`src/rtl/nbl_pkg.sv`:
```
package nbl_pkg;

  typedef enum logic [1:0] {FLD_SWALLOW, FLD_MAIN, FLD_REF} fld_e;

  function automatic int nib_cnt(input int w, input int nibw);
    return (w + nibw - 1) / nibw;
  endfunction

  function automatic fld_e lat_field(input int i, input int aw, input int nw, input int nibw);
    if (i < nib_cnt(aw, nibw)) return FLD_SWALLOW;
    if (i < nib_cnt(aw, nibw) + nib_cnt(nw, nibw)) return FLD_MAIN;
    return FLD_REF;
  endfunction

  // nibble index of latch i inside its own field
  function automatic int lat_rank(input int i, input int aw, input int nw, input int nibw);
    case (lat_field(i, aw, nw, nibw))
      FLD_SWALLOW: return i;
      FLD_MAIN:    return i - nib_cnt(aw, nibw);
      default:     return i - nib_cnt(aw, nibw) - nib_cnt(nw, nibw);
    endcase
  endfunction

  function automatic int lat_width(input int i, input int aw, input int nw, input int rw,
                                   input int nibw);
    int fw;
    int rem;
    case (lat_field(i, aw, nw, nibw))
      FLD_SWALLOW: fw = aw;
      FLD_MAIN:    fw = nw;
      default:     fw = rw;
    endcase
    rem = fw - lat_rank(i, aw, nw, nibw) * nibw;
    return (rem < nibw) ? rem : nibw;
  endfunction

  function automatic int lat_base(input int i, input int aw, input int nw, input int nibw);
    int off;
    case (lat_field(i, aw, nw, nibw))
      FLD_SWALLOW: off = 0;
      FLD_MAIN:    off = aw;
      default:     off = aw + nw;
    endcase
    return off + lat_rank(i, aw, nw, nibw) * nibw;
  endfunction

endpackage

```
`src/rtl/nbl_addr_dec.sv`:
```
module nbl_addr_dec #(
  parameter int NUM_LAT = 8,
  parameter int ADDR_W  = 3
) (
  input  logic [ADDR_W-1:0]  addr_i,
  input  logic               strobe_i,
  output logic [NUM_LAT-1:0] we_o
);

  for (genvar i = 0; i < NUM_LAT; i++) begin : g_we
    assign we_o[i] = strobe_i && (addr_i == ADDR_W'(i));
  end

endmodule

```
`src/rtl/nbl_latch_bank.sv`:
```
module nbl_latch_bank #(
  parameter int NIB_W   = 4,
  parameter int A_W     = 7,
  parameter int N_W     = 10,
  parameter int R_W     = 12,
  parameter int NUM_LAT = 8,
  parameter int TOT_W   = 29
) (
  input  logic               clk_i,
  input  logic               rst_ni,
  input  logic [NIB_W-1:0]   data_i,
  input  logic [NUM_LAT-1:0] we_i,
  output logic [TOT_W-1:0]   store_o
);

  // only the bits a field actually uses are stored
  for (genvar i = 0; i < NUM_LAT; i++) begin : g_lat
    localparam int W = nbl_pkg::lat_width(i, A_W, N_W, R_W, NIB_W);
    localparam int B = nbl_pkg::lat_base(i, A_W, N_W, NIB_W);
    logic [W-1:0] q;

    always_ff @(posedge clk_i or negedge rst_ni) begin
      if (!rst_ni)       q <= '0;
      else if (we_i[i])  q <= data_i[W-1:0];
    end

    assign store_o[B +: W] = q;
  end

endmodule

```
`src/rtl/nbl_field_pack.sv`:
```
module nbl_field_pack #(
  parameter int A_W     = 7,
  parameter int N_W     = 10,
  parameter int R_W     = 12,
  parameter int MIN_DIV = 3,
  parameter int TOT_W   = 29
) (
  input  logic [TOT_W-1:0] store_i,
  output logic [A_W-1:0]   swallow_o,
  output logic [N_W-1:0]   main_o,
  output logic [R_W-1:0]   ref_o,
  output logic             illegal_o
);

  assign swallow_o = store_i[0 +: A_W];
  assign main_o    = store_i[A_W +: N_W];
  assign ref_o     = store_i[A_W + N_W +: R_W];

  logic main_low, ref_low, swallow_big;
  assign main_low    = main_o < N_W'(MIN_DIV);
  assign ref_low     = ref_o < R_W'(MIN_DIV);
  assign swallow_big = {{(N_W - A_W){1'b0}}, swallow_o} > main_o;
  assign illegal_o   = main_low || ref_low || swallow_big;

endmodule

```
`src/rtl/nbl_regfile.sv`:
```
module nbl_regfile #(
  parameter int NIB_W   = 4,
  parameter int A_W     = 7,
  parameter int N_W     = 10,
  parameter int R_W     = 12,
  parameter int MIN_DIV = 3,
  localparam int NUM_LAT = nbl_pkg::nib_cnt(A_W, NIB_W) + nbl_pkg::nib_cnt(N_W, NIB_W)
                           + nbl_pkg::nib_cnt(R_W, NIB_W),
  localparam int ADDR_W  = $clog2(NUM_LAT),
  localparam int TOT_W   = A_W + N_W + R_W
) (
  input  logic              clk_i,
  input  logic              rst_ni,
  input  logic [NIB_W-1:0]  data_i,
  input  logic [ADDR_W-1:0] addr_i,
  input  logic              strobe_i,
  output logic [A_W-1:0]    swallow_o,
  output logic [N_W-1:0]    main_o,
  output logic [R_W-1:0]    ref_o,
  output logic              illegal_o
);

  logic [NUM_LAT-1:0] we;
  logic [TOT_W-1:0]   store;

  nbl_addr_dec #(.NUM_LAT(NUM_LAT), .ADDR_W(ADDR_W)) u_dec (
    .addr_i   (addr_i),
    .strobe_i (strobe_i),
    .we_o     (we)
  );

  nbl_latch_bank #(
    .NIB_W(NIB_W), .A_W(A_W), .N_W(N_W), .R_W(R_W), .NUM_LAT(NUM_LAT), .TOT_W(TOT_W)
  ) u_bank (
    .clk_i   (clk_i),
    .rst_ni  (rst_ni),
    .data_i  (data_i),
    .we_i    (we),
    .store_o (store)
  );

  nbl_field_pack #(
    .A_W(A_W), .N_W(N_W), .R_W(R_W), .MIN_DIV(MIN_DIV), .TOT_W(TOT_W)
  ) u_pack (
    .store_i   (store),
    .swallow_o (swallow_o),
    .main_o    (main_o),
    .ref_o     (ref_o),
    .illegal_o (illegal_o)
  );

endmodule

```
`config.mk`:
```
export PLATFORM = sky130hd
export DESIGN_NAME = nbl_regfile
export DESIGN_NICKNAME = d
export VERILOG_FILES = /design/src/rtl/nbl_pkg.sv /design/src/rtl/nbl_addr_dec.sv /design/src/rtl/nbl_latch_bank.sv /design/src/rtl/nbl_field_pack.sv /design/src/rtl/nbl_regfile.sv
export SDC_FILE = /design/constraint.sdc
export NUM_CORES = 1
export LEC_CHECK = 0
export ABC_AREA = 0
export CORE_ASPECT_RATIO = 2
export CORE_MARGIN = 1
export CORE_UTILIZATION = 36
export CTS_BUF_LIST = sky130_fd_sc_hd__clkbuf_8
export DETAILED_ROUTE_END_ITERATION = 8
export MAX_ROUTING_LAYER = met4
export PLACE_DENSITY_LB_ADDON = 0.15
export SLEW_MARGIN = 20
export SYNTH_ARGS = -nofsm -noshare
export SYNTH_HDL_FRONTEND = slang
export SYNTH_SLANG_ARGS = --single-unit
```
`constraint.sdc`:
```
create_clock -name clk_i -period 3.8 [get_ports clk_i]
set_clock_uncertainty 0.15 [all_clocks]
set_input_delay 0.76 -clock clk_i [delete_from_list [all_inputs] [get_ports clk_i]]
set_output_delay 0.76 -clock clk_i [all_outputs]
set_load 0.005 [all_outputs]
```
==> results.cfg <==
[yosys]
async_flop_share_pct = 100
synth_area_leader_cell = dfrtp_1
syn_nets = 123
yosysMostFrequentCell = dfrtp_1
synth_cell_types = 19
synth_edf_count = 0
syn_area_um2 = 1360
ys_seq_elements = 29
ys_warn_count = 0
netlist.area_leader.share_pct = 53.4
synth_area_leaders = dfrtp_1 53%, mux2_2 21%, ha_1 6.4%
syn_area_per_cell_um2 = 12.8
yosysSeqAreaShare_pct = 53.4
synth-main-ff-cell = dfrtp_1
synthCells = 106
yosys-top-cells-count = 29 x dfrtp_1, 25 x mux2_2, 8 x inv_1

[route]
drt_wl_total_um = 3180
drc = 0
drt-pass1-iter-count = 5
ant_nets = 0
vias = 1026
via_per_inst = 5.08
wl_per_cell_um = 15.7
drtIter0Drc = 12

[sta]
tightest_slew_ns = 0.368
holdWs_ns = 0.387
finalSetupViolations = 0
grt_setup_unrepaired = false
fmax_ghz = 0.321
period_share_pct = 81.9
hold_viol = 0
slew_headroom_pct = 74.8
final_max_slew_viol_count = 0
setup_tns_ns = 0
period_minus_slack_ns = 3.11

[final_layout]
drive_gt1_share_pct = 23.5
diodes = 0
final_nets = 170
top_regs = u_bank.g_lat.q x29
final_util_pct = 52.8
largest_register_ffs = 29
regArea_um2 = 726
top_register = u_bank.g_lat.q
syn_to_final_growth_pct = 40.1
multi_input_area_um2 = 603
final_area_um2 = 1900
fillCellCount = 339

[place]
dpl_cell_area_um2 = 1820
place.gp.congestion = 0.766
place.detailed.hpwl_um = 2420
port_buffers = 39

[floorplan]
initial_core_util_pct = 37.7
coreArea_um2 = 3610
num_rows = 31
dieArea_um2 = 4040
die_w_um = 45.4
die_y_um = 88.9
io_pins = 40

[cts]
cts_buffers = 5
clockBufferDepth = 2
clkTransAtPathRegs_ns = 0.06
cts_tree = done
cts_sinks = 29
post-cts-setup-buffer-count = 0
cts_resized = 0
cts_hold_buf = 0
insertion_delay_ns = 0.27
cts_root_buf = clkbuf_8
h-tree-depth = 2

[worst_setup_path]
worst_ep_required_time_ns = 2.89
crit_path_max_incr_delay_ns = 0.45
critPathKind = flip-flop to output port
crit_buf_inv = 1
rr_startpoint = u_bank.g_lat[2].q[0]$_DFFE_PN0P_
worstReg2RegEnd = u_bank.g_lat[2].q[0]$_DFFE_PN0P_
path_cells = ha_1 -> a21oi_1 -> nand2_1 -> a2111oi_0 -> o211ai_1 -> clkdlybuf4s50_1
crit_family = compound AO/OA/AOI/OAI gates
startpoint_type = flip-flop
crit_path_end_kind = output port
regToRegSetupSlack_ns = 2.85
critPathMaxFanout = 3
worstPathArrival_ns = 2.20
worst_r2r_path_depth = 1
cp_slowest_cell = clkdlybuf4s50_1

[flow_run]
maxCapViolations = 0

[global_route]
grt_pass1_wl_um = 5200
grt_max_degree = 30
grt_use_total_pct = 19.3
grt_pass1_vias = 1095
antenna_found_initial = 0
grt_overflow = 0

[worst_hold_path]
hp-start = u_bank.g_lat[3].q[3]$_DFFE_PN0P_
holdPathEnd = u_bank.g_lat[3].q[3]$_DFFE_PN0P_
min_path_type = flip-flop to flip-flop
whs_path_depth = 1

[power]
p_per_area_nw_per_um2 = 531
p_leak_nw = 0.797
ir_worst_vdd_v = 0.000373
total_power_mw = 1.01

[run_status]
status = complete, no violations
[metrics by stage]
stage | setup slack [ns] | instances
6_report | 0.686 | 202
5_1_grt | 0.492 | 202
4_1_cts | 0.702 | 202
3_5_place_dp | 0.998 | 195
3_3_place_gp | 1.05 | 195
2_1_floorplan | 1.51 | 106
[how the worst max path moves through the flow]
stage | cells after the start | end | start
floorplan | 6 | illegal_o | u_bank.g_lat[3].q[0]$_DFFE_PN0P_
global placement | 7 | illegal_o | u_bank.g_lat[3].q[0]$_DFFE_PN0P_
detailed placement | 6 | illegal_o | u_bank.g_lat[1].q[0]$_DFFE_PN0P_
CTS | 6 | illegal_o | u_bank.g_lat[1].q[0]$_DFFE_PN0P_
global route | 7 | illegal_o | u_bank.g_lat[3].q[0]$_DFFE_PN0P_
finish | 6 | illegal_o | u_bank.g_lat[1].q[0]$_DFFE_PN0P_
[where the power goes]
part / leakage [nW] / switching, mW / internal, mW
clock: 0.0485 / 0.107 / 0.140
combinational: 0.400 / 0.119 / 0.211
sequential: 0.349 / 0.0562 / 0.377
total: 0.797 / 0.282 / 0.729
[cell families (layout without fill, tap and decap cells)]
| kind of cell | count (synthesis) | after routing | share of synthesized area (%) |
|---|---|---|---|
| AOI/OAI and AO/OA | 11 | 11 | 4.97 |
| DFF | 29 | 29 | 53.4 |
| adders and majority gates | 7 | 7 | 6.45 |
| and+or+nand+nor | 26 | 26 | 12.2 |
| muxes | 25 | 25 | 20.7 |
| buffers and inverters | 8 | 55 | 2.21 |
[placed cells by master (no fill, tap or decap), drive strengths merged]
| master | count |
|---|---|
| nand4b | 3 |
| a2111oi | 1 |
| a21oi | 3 |
| clkbuf | 6 |
| nand2 | 7 |
| dfrtp | 29 |
| nor3b | 2 |
| nor3 | 3 |
| ha | 7 |
| clkdlybuf4s50 | 39 |
| inv | 9 |
| mux2 | 25 |
| o21ai | 4 |
| buf | 1 |
| o22a | 1 |
| nor4 | 3 |
| nand3 | 4 |
| nand2b | 2 |
| o211ai | 1 |
| nand4 | 2 |
| a211oi | 1 |
[cell type report]
cell class | count | area share, %
Timing Repair Buffer | 40 | 20.9
Sequential cell | 29 | 38.1
Clock inverter | 1 | 0.197
Clock buffer | 6 | 4.34
Multi-Input combinational cell | 69 | 31.7
Tap cell | 49 | 3.22
Inverter | 8 | 1.58
[metal layers]
layer | GRT usage (%) | up-vias | wire (um)
li1 | - | 480 | -
met1 | 20.9 | 507 | 1210
met2 | 31.2 | 33 | 1760
met3 | 5.71 | 6 | 141
met4 | 9.37 | 0 | 71
met5 | - | - | 0
(Power assumes the default switching activity.)
